## src/rtl/tlb_pkg.sv

```systemverilog
package tlb_pkg;
  localparam int ASID_W = 2;
  localparam int VPN_W  = 20;
  localparam int PFN_W  = 20;
  localparam int SECT_LO = 10;  // va[31:22] within the page number
  localparam int GRP_LO  = 2;   // va[31:14] within the page number

  typedef struct packed {
    logic rd;
    logic wr;
    logic ns;
  } perm_t;

  typedef enum logic [1:0] {
    FL_ALL     = 2'd0,
    FL_RSVD    = 2'd1,
    FL_SECTION = 2'd2,
    FL_GROUP   = 2'd3
  } flmode_t;

  typedef struct packed {
    logic              flush;
    flmode_t           mode;
    logic              asidChk;
    logic [ASID_W-1:0] asid;
    logic [VPN_W-1:0]  tag;
    logic              refill;
  } strobe_t;
endpackage

```

## src/rtl/tlb_datapath.sv

```systemverilog
module tlb_datapath
  import tlb_pkg::*;
#(
  parameter int ENTRIES = 16,
  localparam int IDX_W = (ENTRIES > 1) ? $clog2(ENTRIES) : 1
) (
  input  logic              clk,
  input  logic              rstN,
  input  strobe_t           strb,
  input  logic [IDX_W-1:0]  wrIdx,
  input  logic [ASID_W-1:0] rfAsid,
  input  logic [VPN_W-1:0]  rfVpn,
  input  logic [PFN_W-1:0]  rfPfn,
  input  perm_t             rfPerm,
  input  logic [ASID_W-1:0] lkAsid,
  input  logic [VPN_W-1:0]  lkVpn,
  output logic              lkHitRaw,
  output logic [PFN_W-1:0]  lkPfnRaw,
  output perm_t             lkPermRaw,
  output logic              rfDup,
  output logic [IDX_W-1:0]  rfDupIdx
);
  logic [ENTRIES-1:0] validQ;
  logic [ASID_W-1:0]  asidQ [ENTRIES];
  logic [VPN_W-1:0]   vpnQ  [ENTRIES];
  logic [PFN_W-1:0]   pfnQ  [ENTRIES];
  perm_t              permQ [ENTRIES];

  logic [ENTRIES-1:0] lkMatch;
  logic [ENTRIES-1:0] rfMatch;
  logic [ENTRIES-1:0] flHit;

  for (genvar i = 0; i < ENTRIES; i++) begin : g_line
    logic addrOk;
    always_comb begin
      unique case (strb.mode)
        FL_ALL:     addrOk = 1'b1;
        FL_SECTION: addrOk = (vpnQ[i][VPN_W-1:SECT_LO] == strb.tag[VPN_W-1:SECT_LO]);
        FL_GROUP:   addrOk = (vpnQ[i][VPN_W-1:GRP_LO] == strb.tag[VPN_W-1:GRP_LO]);
        default:    addrOk = 1'b0;
      endcase
    end
    assign flHit[i]   = validQ[i] && addrOk && (!strb.asidChk || asidQ[i] == strb.asid);
    assign lkMatch[i] = validQ[i] && asidQ[i] == lkAsid && vpnQ[i] == lkVpn;
    assign rfMatch[i] = validQ[i] && asidQ[i] == rfAsid && vpnQ[i] == rfVpn;

    always_ff @(posedge clk) begin
      if (!rstN) begin
        validQ[i] <= 1'b0;
      end else begin
        if (strb.flush && flHit[i]) validQ[i] <= 1'b0;
        if (strb.refill && wrIdx == IDX_W'(i)) begin
          validQ[i] <= 1'b1;
          asidQ[i]  <= rfAsid;
          vpnQ[i]   <= rfVpn;
          pfnQ[i]   <= rfPfn;
          permQ[i]  <= rfPerm;
        end
      end
    end
  end

  always_comb begin
    lkPfnRaw  = '0;
    lkPermRaw = '0;
    rfDupIdx  = '0;
    for (int i = 0; i < ENTRIES; i++) begin
      lkPfnRaw  = lkPfnRaw | ({PFN_W{lkMatch[i]}} & pfnQ[i]);
      lkPermRaw = lkPermRaw | ({3{lkMatch[i]}} & permQ[i]);
      if (rfMatch[i]) rfDupIdx = IDX_W'(i);
    end
  end
  assign lkHitRaw = |lkMatch;
  assign rfDup    = |rfMatch;

  // in-place refill keeps lookups unambiguous
  assert_unique_lookup_R4: assert property (@(posedge clk) disable iff (!rstN)
    $onehot0(lkMatch));

  // unqualified flush-all with no refill leaves nothing valid
  assert_flush_all_R6: assert property (@(posedge clk) disable iff (!rstN)
    (strb.flush && strb.mode == FL_ALL && !strb.asidChk && !strb.refill) |=> validQ == '0);

  // reserved mode with no refill leaves line state untouched
  assert_rsvd_noop_R9: assert property (@(posedge clk) disable iff (!rstN)
    (strb.flush && strb.mode == FL_RSVD && !strb.refill) |=> $stable(validQ));
endmodule

```

## src/rtl/tlb_ctrl.sv

```systemverilog
module tlb_ctrl
  import tlb_pkg::*;
#(
  parameter int ENTRIES = 16,
  parameter int CNT_W = 32,
  localparam int IDX_W = (ENTRIES > 1) ? $clog2(ENTRIES) : 1
) (
  input  logic             clk,
  input  logic             rstN,
  input  logic             lkValid,
  input  logic             lkHit,
  input  logic             rfValid,
  input  logic             rfDup,
  input  logic [IDX_W-1:0] rfDupIdx,
  input  logic             flValid,
  input  logic [31:0]      flCmd,
  input  logic             cfgValid,
  input  logic             cfgEnBit,
  input  logic             cfgTestBit,
  output strobe_t          strb,
  output logic [IDX_W-1:0] wrIdx,
  output logic [CNT_W-1:0] hitCount,
  output logic [CNT_W-1:0] missCount
);
  localparam logic [CNT_W-1:0] CNT_MAX = '1;
  localparam logic [IDX_W-1:0] LAST_IDX = IDX_W'(ENTRIES - 1);

  logic [IDX_W-1:0] rrPtr;
  logic statsEn, statsTest;

  assign strb.flush   = flValid;
  assign strb.mode    = flmode_t'(flCmd[1:0]);
  assign strb.asidChk = flCmd[31];
  assign strb.asid    = flCmd[29 +: ASID_W];
  assign strb.tag     = flCmd[VPN_W-1:0];
  assign strb.refill  = rfValid;
  assign wrIdx        = rfDup ? rfDupIdx : rrPtr;

  always_ff @(posedge clk) begin
    if (!rstN) begin
      rrPtr <= '0;
    end else if (rfValid && !rfDup) begin
      rrPtr <= (rrPtr == LAST_IDX) ? '0 : rrPtr + 1'b1;
    end
  end

  always_ff @(posedge clk) begin
    if (!rstN) begin
      statsEn   <= 1'b0;
      statsTest <= 1'b0;
    end else if (cfgValid) begin
      statsEn   <= cfgEnBit;
      statsTest <= cfgTestBit;
    end
  end

  always_ff @(posedge clk) begin
    if (!rstN || statsTest) begin
      hitCount  <= '0;
      missCount <= '0;
    end else if (lkValid && statsEn) begin
      if (lkHit && hitCount != CNT_MAX) hitCount <= hitCount + 1'b1;
      if (!lkHit && missCount != CNT_MAX) missCount <= missCount + 1'b1;
    end
  end

  assert_rr_advance_R5: assert property (@(posedge clk) disable iff (!rstN)
    (rfValid && !rfDup) |=> rrPtr == (($past(rrPtr) == LAST_IDX) ? '0 : $past(rrPtr) + 1'b1));

  assert_dup_holds_ptr_R4: assert property (@(posedge clk) disable iff (!rstN)
    (rfValid && rfDup) |=> $stable(rrPtr));

  assert_stats_hold_R11: assert property (@(posedge clk) disable iff (!rstN)
    (!statsEn && !statsTest) |=> ($stable(hitCount) && $stable(missCount)));

  assert_test_clears_R12: assert property (@(posedge clk) disable iff (!rstN)
    statsTest |=> (hitCount == '0 && missCount == '0));

  assert_no_overflow_R13: assert property (@(posedge clk) disable iff (!rstN)
    (hitCount == CNT_MAX && !statsTest) |=> hitCount == CNT_MAX);
endmodule

```

## src/rtl/asid_tlb.sv

```systemverilog
module asid_tlb
  import tlb_pkg::*;
#(
  parameter int ENTRIES = 16,
  parameter int CNT_W = 32
) (
  input  logic             clk,
  input  logic             rstN,
  input  logic             lkValid,
  input  logic [1:0]       lkAsid,
  input  logic [31:0]      lkVa,
  output logic             lkHit,
  output logic             lkMiss,
  output logic [19:0]      lkPfn,
  output logic [2:0]       lkPerm,
  input  logic             rfValid,
  input  logic [1:0]       rfAsid,
  input  logic [31:0]      rfVa,
  input  logic [19:0]      rfPfn,
  input  logic [2:0]       rfPerm,
  input  logic             flValid,
  input  logic [31:0]      flCmd,
  input  logic             cfgValid,
  input  logic [31:0]      cfgWord,
  output logic [CNT_W-1:0] hitCount,
  output logic [CNT_W-1:0] missCount
);
  localparam int IDX_W = (ENTRIES > 1) ? $clog2(ENTRIES) : 1;

  strobe_t          strb;
  logic [IDX_W-1:0] wrIdx, rfDupIdx;
  logic             rfDup, lkHitRaw;
  logic [PFN_W-1:0] lkPfnRaw;
  perm_t            lkPermRaw;

  logic unusedOk;
  assign unusedOk = ^{lkVa[11:0], rfVa[11:0], cfgWord[29:0]};

  tlb_ctrl #(.ENTRIES(ENTRIES), .CNT_W(CNT_W)) u_ctrl (
    .clk(clk), .rstN(rstN),
    .lkValid(lkValid), .lkHit(lkHitRaw),
    .rfValid(rfValid), .rfDup(rfDup), .rfDupIdx(rfDupIdx),
    .flValid(flValid), .flCmd(flCmd),
    .cfgValid(cfgValid), .cfgEnBit(cfgWord[31]), .cfgTestBit(cfgWord[30]),
    .strb(strb), .wrIdx(wrIdx),
    .hitCount(hitCount), .missCount(missCount)
  );

  tlb_datapath #(.ENTRIES(ENTRIES)) u_dp (
    .clk(clk), .rstN(rstN),
    .strb(strb), .wrIdx(wrIdx),
    .rfAsid(rfAsid), .rfVpn(rfVa[31:12]), .rfPfn(rfPfn), .rfPerm(perm_t'(rfPerm)),
    .lkAsid(lkAsid), .lkVpn(lkVa[31:12]),
    .lkHitRaw(lkHitRaw), .lkPfnRaw(lkPfnRaw), .lkPermRaw(lkPermRaw),
    .rfDup(rfDup), .rfDupIdx(rfDupIdx)
  );

  assign lkHit  = lkValid && lkHitRaw;
  assign lkMiss = lkValid && !lkHitRaw;
  assign lkPfn  = lkHit ? lkPfnRaw : '0;
  assign lkPerm = lkHit ? lkPermRaw : '0;

  assert_hit_miss_excl_R2: assert property (@(posedge clk) disable iff (!rstN)
    (lkHit + lkMiss) == {1'b0, lkValid});
endmodule

```

## config.mk

```make
export PLATFORM = sky130hd
export DESIGN_NAME = asid_tlb
export DESIGN_NICKNAME = d
export VERILOG_FILES = /design/src/rtl/tlb_pkg.sv /design/src/rtl/tlb_datapath.sv /design/src/rtl/tlb_ctrl.sv /design/src/rtl/asid_tlb.sv
export SDC_FILE = /design/constraint.sdc
export NUM_CORES = 2
export LEC_CHECK = 0
export BUFFER_PORTS_ARGS = -buffer_cell sky130_fd_sc_hd__buf_4
export CORE_ASPECT_RATIO = 1.25
export CORE_UTILIZATION = 45
export DETAILED_ROUTE_END_ITERATION = 7
export HOLD_SLACK_MARGIN = 0.06
export PLACE_DENSITY = 0.63
export SYNTH_ARGS = -nofsm -noshare
export SYNTH_HDL_FRONTEND = slang
export SYNTH_HIERARCHICAL = 1
export SYNTH_SLANG_ARGS = --single-unit
```

## constraint.sdc

```tcl
create_clock -name clk -period 18.5 [get_ports clk]
set_input_delay 0.925 -clock clk [delete_from_list [all_inputs] [get_ports clk]]
set_output_delay 0.925 -clock clk [all_outputs]
set_load 0.05 [all_outputs]
```

After elaboration in Yosys (flattened, before gate mapping)
Memory sizes are Yosys's and may differ from the RTL's.
Cells that the tools add are included.
{ "classes": {"magnitude_cmp": 0, "n_reduce_logical": 237, "addsub": 3, "n_div": 0, "bitwise_logic": 62, "shifts": 0, "mul": 0, "n_eq_ne": 132, "muxes": 295} }
{ "op_table": {"columns": ["operator", "count"], "rows": [
  ["20-bit == test", 32],
  ["20-bit 2-to-1 mux", 31],
  ["20-bit OR reduction", 30],
  ["20-bit bitwise AND", 16],
  ["20-bit bitwise OR", 15],
  ["18-bit == test", 16],
  ["4-bit 2-to-1 mux", 70],
  ["10-bit == test", 16],
  ["1-bit 2-to-1 mux", 141],
  ["1-bit logical AND", 134],
  ["2-bit == test", 48],
  ["32-bit by 1-bit adder with 32-bit output (second input constant)", 2],
  ["32-bit != test (second input constant)", 2],
  ["3-bit 2-to-1 mux", 20],
  ["3-bit bitwise AND", 16],
  ["1-bit one-hot mux with 3 select lines", 16],
  ["3-bit bitwise OR", 15],
  ["3-bit OR reduction", 15],
  ["4-bit == test (second input constant)", 9],
  ["2-bit 2-to-1 mux", 17],
  ["2-bit nonzero test", 16],
  ["16-bit OR reduction", 2],
  ["2-bit OR reduction", 15],
  ["1-bit logical OR", 17],
  ["other kinds (9)", 18]
]} }
{ "totals": {"wordCells": 754, "ram_bits": 720, "input_bits": 161, "register_bits": 86, "mem_bits_ro": 0, "latch_bits": 0, "mem_count": 4} }
{ "memory_table": {"columns": ["memory", "depth", "word_bits", "rd", "rd_clocked_by_memory_dff", "wr", "line_no", "source"], "rows": [
  ["u_dp.pfnQ", 16, 20, 16, 0, 1, "tlb_datapath.sv:26", "logic [PFN_W-1:0] pfnQ [ENTRIES];"],
  ["u_dp.vpnQ", 16, 20, 16, 0, 1, "tlb_datapath.sv:25", "logic [VPN_W-1:0] vpnQ [ENTRIES];"],
  ["u_dp.permQ", 16, 3, 16, 0, 1, "tlb_datapath.sv:27", "perm_t permQ [ENTRIES];"],
  ["u_dp.asidQ", 16, 2, 16, 0, 1, "tlb_datapath.sv:24", "logic [ASID_W-1:0] asidQ [ENTRIES];"]
]} }

Depth between registers and ports, before layout
An unclocked memory read counts as a cell.
{ "depth": {"depth_word": 41, "ltp_mapped": 16, "mapped_depth_nobuf": 13} }

By module
Netlist, hierarchy kept.
{ "modules_own_cells": {"columns": ["module", "area_per_inst_um2", "instances", "cells_per_inst"], "rows": [
  ["tlb_datapath", 36874.1, 1, 2592],
  ["tlb_ctrl", 3768.6, 1, 455],
  ["asid_tlb", 198.9, 1, 29]
]} }

Worst setup path after synthesis
No wires, ideal clock.
{ "synth_timing": {"path_kind": "input -> register", "from": "input rfVa[13]", "to": "memory u_dp.asidQ[0][0] (enable)", "arrival_ns": 6.244, "setup_time_ns": 0.506, "path_slack_ns": 11.750, "required_time_ns": 17.994, "path_stages": 11, "path_buffers": 2, "cell_sequence": "buf_2 buf_4 xor2_1 nor4_1 nand4_1 nand4_1 or3_1 nand2b_1 mux2_2 or3_1 nor3_1"} }
{ "synth_lines": {"columns": ["element", "line_no", "source"], "rows": [
  ["start, declared", "asid_tlb.sv:18", "input logic [31:0] rfVa,"],
  ["20-bit == test", "tlb_datapath.sv:45", "assign rfMatch[i] = validQ[i] && asidQ[i] == rfAsid && vpnQ[i] == rfVpn;"],
  ["1-bit logical AND", "tlb_datapath.sv:45", null],
  ["4-bit 2-to-1 mux (7 in a row)", "tlb_datapath.sv:70", "if (rfMatch[i]) rfDupIdx = IDX_W'(i);"],
  ["4-bit 2-to-1 mux *", "tlb_datapath.sv:70", null],
  ["via rfDupIdx[3]", "asid_tlb.sv:31", "logic [IDX_W-1:0] wrIdx, rfDupIdx;"],
  ["4-bit 2-to-1 mux *", "tlb_ctrl.sv:37", "assign wrIdx = rfDup ? rfDupIdx : rrPtr;"],
  ["via wrIdx[3]", "asid_tlb.sv:31", null],
  ["4-bit by 1-bit == test with 1-bit output", "tlb_datapath.sv:52", "if (strb.refill && wrIdx == IDX_W'(i)) begin"],
  ["1-bit logical AND", "tlb_datapath.sv:52", null],
  ["1-bit 2-to-1 mux", "tlb_datapath.sv:52", null],
  ["1-bit 2-to-1 mux", "tlb_datapath.sv:48", "if (!rstN) begin"],
  ["1-bit 2-to-1 mux (implied by the code)", "tlb_datapath.sv:54", "asidQ[i] <= rfAsid;"],
  ["2-bit OR reduction (no line)", null, null],
  ["4-bit 2-to-1 mux (no line) or 1-bit 2-to-1 mux (tied branches) (15 in a row)", null, null],
  ["end, declared", "tlb_datapath.sv:24", null]
]} }
The timed path passes the listed nets; every way through them passes the cells marked *.

Final worst setup path
{ "layout_timing": {"from": "input rfVa[20]", "to": "memory u_dp.pfnQ[11][7], in the netlist u_dp/pfnQ[1][67] (enable)"} }
{ "layout_lines": {"columns": ["element", "line_no", "source"], "rows": [
  ["20-bit == test", "tlb_datapath.sv:45", null],
  ["1-bit logical AND", "tlb_datapath.sv:45", null],
  ["16-bit OR reduction *", "tlb_datapath.sv:74", "assign rfDup = |rfMatch;"],
  ["via rfDup", "asid_tlb.sv:32", "logic rfDup, lkHitRaw;"],
  ["4-bit 2-to-1 mux *", "tlb_ctrl.sv:37", null],
  ["via wrIdx[2]", "asid_tlb.sv:31", null],
  ["4-bit by 1-bit == test with 1-bit output", "tlb_datapath.sv:52", null],
  ["1-bit logical AND", "tlb_datapath.sv:52", null],
  ["1-bit 2-to-1 mux", "tlb_datapath.sv:52", null],
  ["1-bit 2-to-1 mux", "tlb_datapath.sv:48", null],
  ["1-bit 2-to-1 mux (implied by the code)", "tlb_datapath.sv:56", "pfnQ[i] <= rfPfn;"],
  ["20-bit OR reduction (no line)", null, null],
  ["4-bit 2-to-1 mux (no line) or 1-bit 2-to-1 mux (tied branches) (15 in a row)", null, null],
  ["end, declared", "tlb_datapath.sv:26", null]
]} }
Marked as above.

==> flow_summary.ini <==
[sta]
period_share_pct = 30.3
relSlewSlack_pct = 19.3
hold_violations = 0
rsz0062_at_grt = false
setup_tns_ns = 0
fmax_ghz = 0.179
final_period_minus_worst_setup_slack_ns = 5.60
slew_viol_final = 0
worst_hold_slack_ns = 0.506
tightest_slew_ns = 1.21
fin_skew_ns = 0.0381
setup_viol = 0

[pwr]
power_frac_comb_pct = 7.3
seqPwrFrac_pct = 49.9
switching_share_pct = 23.3
p_per_area_nw_per_um2 = 88.2
power_switching_uw = 935
pwr-share-clk_pct = 42.8
ir_drop_mv = 0.100
p_int_mw = 3.07
p_leak_nw = 14.9

[grt]
grt_pass1_vias = 27900
grt_max_degree = 47
antenna_found_initial = 4
grt_pass1_wl_mm = 197
grt_usage_pct = 29.7
grt.overflow.total = 0

[finish]
layout_commonest_cell = edfxtp_1
drive_above_1_share_pct = 13.2
area_growth_pct = 11.2
nets = 3331
final_cell_mix = 720 x edfxtp_1, 606 x xor2_1, 434 x xnor2_1

[yosys]
synth_area_um2 = 40800
synth_area_per_cell_um2 = 13.3
synthCells = 3074
syn_nets = 3238
ys_warn_count = 6

[hold_path]
hold_depth = 2
min_to = u_ctrl/hitCount[18]
hold_path.class = flip-flop to flip-flop
min_from = u_ctrl/hitCount[18]

[routing]
first_pass_iters = 8
postRouteAntennaNets = 0
dr.first_iter.drc_count = 3625
vias = 28000
drcViolationCount = 2
via_per_inst = 6.33
wl_per_cell_um = 31.6
wl_mm = 140

[setup_path]
path_buf_inv = 2
startpoint_type = input port
reg2reg_slack_ns = 13.33
cp.arrival_ns = 5.88
cp_slowest_cell = nor2_4
reg2reg_to = u_dp/pfnQ[1][67]
crit_fanout = 32
crit_type = input port to flip-flop
crit_path_cell_trace = buf_4, xnor2_1, nand4_1, nor4_1, nand4_1, nand4_1, nor4_1, nand2b_1, mux2_2, nand4b_1, nor2_4, buf_4
crit_required_ns = 18.78
rr_startpoint = u_dp/vpnQ[0][124]
worst_setup_path_end_kind = flip-flop
slowest_delay_ns = 0.87
cp_top_family = simple AND/OR/NAND/NOR gates
critPathMostFrequentCell = nand4_1
reg2regPathDepth = 11

[clock_tree]
root_buffer = clkbuf_16
cts_buffers = 84
path_clk_slew_ns = 0.06
cts.path.max_buffers = 3
cts_htree_levels = 3
cts_resized = 0
clock_latency_ns = 0.65
cts_sinks = 806
hold_buffers = 0
cts_setup_buffers = 0
cts_tree = done

[outcome]
outcome = finished, violations left
violations = design-rule violations

[place]
gp_congestion = 0.884
hpwl_mm = 75.3
placement.io_buffers = 186

[run]
drv_cap = 0

[floorplanning]
die_area_um2 = 91900
ios = 250
die_y_um = 339
start_util_pct = 45.4
die_w_um = 271
fp.coreArea_um2 = 89900
rows = 123
==> worst reg2reg max path, delay by kind of cell (launching register included) <==
family	cells	cell delay [ns]
XOR/XNOR	1	0.17
buffers and inverters	1	0.61
flip-flops	1	0.48
multiplexers	1	0.39
AND/OR/NAND/NOR	8	3.12
==> sequential cells by signal, summed over array words and instances, names as in the netlist <==
name / flops
u_ctrl/rrPtr: 4
u_dp/validQ: 16
u_dp/pfnQ: 320
u_ctrl/hitCount: 32
u_ctrl/statsEn: 1
u_dp/asidQ: 32
u_ctrl/statsTest: 1
u_ctrl/missCount: 32
u_dp/vpnQ: 320
u_dp/permQ: 48
==> power by group through the flow <==
| stage | combinational, mW | sequential [mW] | clock, mW |
|---|---|---|---|
| 2_1_floorplan | 0.172 | 2.04 | 0 |
| 3_3_place_gp | 0.279 | 2.04 | 0 |
| 3_5_place_dp | 0.282 | 2.04 | 0 |
| 4_1_cts | 0.283 | 2.00 | 1.73 |
| 5_1_grt | 0.300 | 2.00 | 1.80 |
| 6_report | 0.291 | 2.00 | 1.72 |
==> how the worst max path moves through the flow <==
stage	from	to	cells after the start
2_1_floorplan	rfVa[13]	u_dp/asidQ[0][0]	11
3_3_place_gp	rfVa[20]	u_dp/pfnQ[1][62]	12
3_5_place_dp	rfVa[20]	u_dp/pfnQ[1][60]	12
4_1_cts	lkVa[26]	lkPfn[5]	11
5_1_grt	rfVa[27]	u_dp/permQ[1][9]	14
6_report	rfVa[20]	u_dp/pfnQ[1][67]	12
==> routing by layer <==
layer  vias to the layer above  GRT usage (%)  share of wire (%)  routed length [um]
met5                         -              0              0.012                  17
met4                         4           14.6                5.0                6980
met3                       425           6.32                 11               15200
met2                      1845           46.9                 46               64000
met1                     14100           38.8                 38               53600
li1                      11700              -                  -                   -
==> through the flow <==
step	worst slack (ns)	cells	util (%)	cell area, um^2	total power, mW
after floorplan	11.75	3074	-	40800	2.21
after global placement	12.53	4268	47.4	42600	2.32
after detailed placement	12.39	4268	47.4	42600	2.32
after CTS	12.95	4426	50.5	45400	4.01
after global routing	12.85	4426	50.5	45400	4.10
final	12.90	4427	50.5	45400	4.01
==> cell type report <==
type	instances	area, um^2
inverters	9	33.8
diodes	1	2.50
clock buffers	119	2380
fillers	7780	44500
repair buffers	224	1680
multi-input cells	2042	16100
flip-flops and latches	806	23300
well taps	1187	1490
clock inverters	39	407
Power figures use the tool's default switching activity.
